--- config.mk ---
export PLATFORM = sky130hd
export DESIGN_NAME = ifw_ctrl
export DESIGN_NICKNAME = d
export VERILOG_FILES = /design/src/rtl/ifw_pkg.sv /design/src/rtl/ifw_decode.sv /design/src/rtl/ifw_wait_ctr.sv /design/src/rtl/ifw_prot_chk.sv /design/src/rtl/ifw_ctrl.sv
export SDC_FILE = /design/constraint.sdc
export NUM_CORES = 1
export LEC_CHECK = 0
export BUFFER_PORTS_ARGS = -buffer_cell sky130_fd_sc_hd__buf_4
export CORE_AREA = 2 2 54 56
export DETAILED_ROUTE_END_ITERATION = 6
export DIE_AREA = 0 0 56 58
export HOLD_SLACK_MARGIN = 0.15
export PLACE_DENSITY_LB_ADDON = 0.05
export SYNTH_ARGS = -nofsm -noshare
export SYNTH_HDL_FRONTEND = slang
export SYNTH_HIERARCHICAL = 1
export SYNTH_SLANG_ARGS = --single-unit
export TNS_END_PERCENT = 100
--- constraint.sdc ---
create_clock -name clk -period 1.1 [get_ports clk]
set_input_delay 0.22 -clock clk [delete_from_list [all_inputs] [get_ports clk]]
set_output_delay 0.22 -clock clk [all_outputs]
set_load 0.05 [all_outputs]
--- src/rtl/ifw_pkg.sv ---
`timescale 1ns/1ps
package ifw_pkg;
  // Cycle class; the encoding equals the {req_n, seq} bus code.
  typedef enum logic [1:0] {
    CYC_JUMP   = 2'b00,
    CYC_FOLLOW = 2'b01,
    CYC_IDLE   = 2'b10,
    CYC_UNUSED = 2'b11
  } cyc_t;
endpackage

--- src/rtl/ifw_decode.sv ---
`timescale 1ns/1ps
module ifw_decode
  import ifw_pkg::*;
(
  input  logic req_n_i,
  input  logic seq_i,
  output cyc_t cyc_o
);
  always_comb begin
    unique case ({req_n_i, seq_i})
      2'b00:   cyc_o = CYC_JUMP;
      2'b01:   cyc_o = CYC_FOLLOW;
      2'b10:   cyc_o = CYC_IDLE;
      default: cyc_o = CYC_UNUSED;
    endcase
  end
endmodule

--- src/rtl/ifw_wait_ctr.sv ---
`timescale 1ns/1ps
module ifw_wait_ctr #(
  parameter int WAIT_N = 1
) (
  input  logic clk,
  input  logic rst,
  input  logic load_i,
  output logic busy_o
);
  localparam int CNT_W = $clog2(WAIT_N + 1);

  logic [CNT_W-1:0] cnt_q;

  always_ff @(posedge clk) begin
    if (rst) begin
      cnt_q <= '0;
    end else if (load_i) begin
      cnt_q <= CNT_W'(WAIT_N);
    end else if (cnt_q != '0) begin
      cnt_q <= cnt_q - 1'b1;
    end
  end

  assign busy_o = (cnt_q != '0);
endmodule

--- src/rtl/ifw_prot_chk.sv ---
`timescale 1ns/1ps
module ifw_prot_chk #(
  parameter int               ADDR_MSB   = 31,
  parameter bit               PROT_EN    = 1'b0,
  parameter logic [ADDR_MSB:0] PROT_BASE  = '0,
  parameter logic [ADDR_MSB:0] PROT_LIMIT = '0
) (
  input  logic [ADDR_MSB:1] addr_i,
  output logic              hit_o
);
  logic [ADDR_MSB:0] byte_addr;

  always_comb begin
    byte_addr = {addr_i, 1'b0};
    hit_o     = PROT_EN && (byte_addr >= PROT_BASE) && (byte_addr <= PROT_LIMIT);
  end
endmodule

--- src/rtl/ifw_ctrl.sv ---
`timescale 1ns/1ps
module ifw_ctrl
  import ifw_pkg::*;
#(
  parameter int               ADDR_MSB   = 31,
  parameter int               DATA_W     = 32,
  parameter int               WAIT_N     = 1,
  parameter bit               PROT_EN    = 1'b0,
  parameter logic [ADDR_MSB:0] PROT_BASE  = '0,
  parameter logic [ADDR_MSB:0] PROT_LIMIT = '0
) (
  input  logic              clk,
  input  logic              rst,
  input  logic              req_n_i,
  input  logic              seq_i,
  input  logic [ADDR_MSB:1] addr_i,
  output logic              wait_o,
  output logic [DATA_W-1:0] instr_o,
  output logic              abort_o,
  output logic              rsvd_err_o,
  output logic              mem_en_o,
  output logic [ADDR_MSB:1] mem_addr_o,
  input  logic [DATA_W-1:0] mem_rdata_i
);
  cyc_t cyc;
  logic busy;
  logic accept;
  logic fetch_go;
  logic need_wait;
  logic prot_hit;
  logic chain_q;
  logic abort_q;
  logic err_q;

  ifw_decode u_dec (
    .req_n_i (req_n_i),
    .seq_i   (seq_i),
    .cyc_o   (cyc)
  );

  ifw_prot_chk #(
    .ADDR_MSB   (ADDR_MSB),
    .PROT_EN    (PROT_EN),
    .PROT_BASE  (PROT_BASE),
    .PROT_LIMIT (PROT_LIMIT)
  ) u_prot (
    .addr_i (addr_i),
    .hit_o  (prot_hit)
  );

  ifw_wait_ctr #(
    .WAIT_N (WAIT_N)
  ) u_wait (
    .clk    (clk),
    .rst    (rst),
    .load_i (need_wait),
    .busy_o (busy)
  );

  // The bus code is taken only when the processor is not being held.
  always_comb begin
    accept    = !busy;
    fetch_go  = accept && ((cyc == CYC_JUMP) || (cyc == CYC_FOLLOW));
    need_wait = fetch_go && ((cyc == CYC_JUMP) || !chain_q);
  end

  always_ff @(posedge clk) begin
    if (rst) begin
      chain_q <= 1'b0;
      abort_q <= 1'b0;
      err_q   <= 1'b0;
    end else if (accept) begin
      chain_q <= fetch_go;
      if (fetch_go) begin
        abort_q <= prot_hit;
      end
      if (cyc == CYC_UNUSED) begin
        err_q <= 1'b1;
      end
    end
  end

  assign mem_en_o   = fetch_go;
  assign mem_addr_o = addr_i;
  assign wait_o     = busy;
  assign abort_o    = abort_q;
  assign rsvd_err_o = err_q;
  assign instr_o    = abort_q ? '0 : mem_rdata_i;
endmodule

==> out/results.tsv <==
stage	metric	value	unit
power_and_ir_drop	p_sw_frac	0.451	
worst_hold_path	whs_endpoint	u_wait/busy_o	
floorplan	die_y	58	um
placed_design	placed_cell_area	1220	um^2
run_status	failed_checks	negative setup slack	
critical_path	r2r.worst_path.cells	4	
worst_hold_path	min_from	rst	
power_and_ir_drop	p_switching	0.574	mW
run_status	status	finished with violations	
sta	grt_setup_unrepaired	yes	
placed_design	io_buffers	71	
placed_design	place_congestion	0.669	
critical_path	worstPathRequired	0.88	ns
critical_path	start_kind	flip-flop	
critical_path	slowest_delay	0.37	ns
layout	drive_above_1_share	0.907	
floorplan	die_w	56	um
grt	grt_pass1_wl	3020	um
grt	grt_antenna_before_repair	0	
sta	min_period_over_period	1.15	
critical_path	crit_start	abort_o	
floorplan	core.rowCount	19	
sta	period_minus_slack	1.27	ns
worst_hold_path	hold_depth	2	
clock_tree	clk_latency	0.23	ns
clock_tree	clock-root-buffer	clkbuf_4	
layout	syn_to_final_growth	132	%
synth	ys_ff_latch	4	
floorplan	io_pins	134	
critical_path	r2r_start	u_wait/busy_o	
layout	diodes	0	
clock_tree	clock_path_buffers	2	
layout	layout_common_cells	38 x buf_4, 33 x nor2b_4, 33 x buf_6	
layout	fin_cells	160	
layout	design_area	1440	um^2
synth	avgSynthCellArea	7.23	um^2
floorplan	start_util	0.234	
sta	setup_viol	34	
critical_path	reg2reg_to	u_wait/busy_o	
power_and_ir_drop	power.leakage	0.771	nW
power_and_ir_drop	p_int	0.700	mW
clock_tree	htreeDepth	1	
power_and_ir_drop	power_frac_clock	0.139	
layout	fin_nets	198	
critical_path	cp.arrival	1.05	ns
synth	syn_area	622	um^2
clock_tree	cts_num_sinks	4	
detailed_routing	antenna_left	0	
sta	fin_skew	0.000124	ns
floorplan	die_area	3250	um^2
grt	grt_max_degree	11	
grt	grt_pass1_vias	658	
power_and_ir_drop	combPwrFrac	0.733	
detailed_routing	dr.first_iter.drc_count	3	
synth	yosys_warnings	6	
placed_design	hpwlAfterDp	1640	um
grt	grt_usage	0.118	
synth	ys_seq_area_frac	0.129	
critical_path	path_cells	buf_12, nor2b_4, buf_6	
critical_path	cpMaxStageDelayCell	dfxtp_4	
critical_path	cp_top_family	flip-flops	
run	maxCapViolCount	0	
clock_tree	postCtsHoldBufs	0	
worst_hold_path	holdCritPathClass	in2reg	
synth	syn_nets	153	
sta	slew_viol_final	0	
detailed_routing	drc	0	
synth	syn_inst	86	
sta	setup_slack	-0.167	ns
detailed_routing	vias	671	
critical_path	criticalPathCategory	reg2out	
detailed_routing	dr.pass1.iters	2	
power_and_ir_drop	p_seq_frac	0.129	
power_and_ir_drop	ir_worst_vdd	613	uV
power_and_ir_drop	p_per_area	884	nW/um^2
clock_tree	cts_tree	built	
critical_path	critPathCaptureType	output pin	
placed_design	placed_cells	155	
synth	synthDistinctLibCells	14	
critical_path	crit_buf_inv	2	
layout	final_common_cell	buf_4	
floorplan	design.core.area	2660	um^2
critical_path	crit_fanout	10	
clock_tree	cts_buffers	3	
critical_path	ff2ff_setup_slack	0.06	ns
sta	hold_viol	0	
clock_tree	clk_pin_slew_worst_paths	0.04	ns
detailed_routing	routedWlPerCell	12.7	um
sta	fmax	789	MHz
detailed_routing	finalWirelength	2030	um
detailed_routing	vias_per_cell	4.19	
grt	grt-ovfl-total	0	
-- routing by layer --
metal | GRT usage | up-vias | wire length [um]
li1 | - | 314 | -
met1 | 0.102 | 291 | 508
met2 | 0.239 | 56 | 1240
met3 | 0.0268 | 10 | 228
met4 | 0.0748 | 0 | 50
met5 | 0 | - | 0
-- logic make-up (layout without fill, tap and decap cells) --
family,count (synthesis),count (layout),share of synthesized area
AO/OA/AOI/OAI,5,5,0.0402
buffers and inverters,39,82,0.439
flip-flops,4,4,0.129
other,1,1,0.00603
AND/OR/NAND/NOR,37,37,0.386
-- state kept, by name, summed over array words and instances (netlist names) --
register	cells
abort_o	1
rsvd_err_o	1
u_wait/busy_o	1
chain_q	1
-- power groups by stage --
stage / registers [mW] / clock network, mW / logic (mW)
after floorplan: 0.193 / 0 / 0.855
after global placement: 0.163 / 0 / 0.825
after detailed placement: 0.163 / 0 / 0.830
after CTS: 0.164 / 0.188 / 0.933
after global routing: 0.165 / 0.197 / 0.969
final: 0.164 / 0.177 / 0.933
-- Yosys cell counts --
cell	n	share of area
buf_4	33	0.40
nor2b_1	32	0.32
a21oi_1	4	0.032
dfxtp_1	4	0.13
buf_2	2	0.016
clkbuf_1	2	0.012
inv_1	2	0.012
conb_1	1	0.0060
nand2_1	1	0.0060
nand3b_1	1	0.012
nor2b_4	1	0.022
o21ai_0	1	0.0080
or2_1	1	0.010
or3b_1	1	0.014
-- area by class of cell --
cell class	count	area, um^2
sequential	4	87.6
inverter	2	11.3
timing repair buffer	77	769
multi-input combinational	43	512
clock buffer	3	22.5
tap	31	38.8
fill	233	1220
-- worst max-delay path by stage --
stage,to,depth (start not counted)
after floorplan,instr_o[0],2
after global placement,instr_o[28],3
after detailed placement,instr_o[6],3
after CTS,instr_o[27],3
after global routing,instr_o[16],3
final,instr_o[20],3
-- stage by stage --
stage	hold WS, ns	power [mW]	TNS [ns]	worst slack [ns]	utilization
2_1_floorplan	0.275	1.05	-0.531	-0.0186	-
3_3_place_gp	0.417	0.987	0	0.0468	0.459
3_5_place_dp	0.419	0.994	0	0.0359	0.459
4_1_cts	0.171	1.29	-5.75	-0.183	0.536
5_1_grt	0.180	1.33	-6.55	-0.210	0.541
6_report	0.179	1.27	-5.21	-0.167	0.541
-- what timing repair did --
action	CTS	global route
setup buffers	1	0
gates resized for setup	40	3
pin swaps	1	0
gates cloned	1	0
endpoints found under the setup margin	35	34
(Power assumes the default switching activity.)
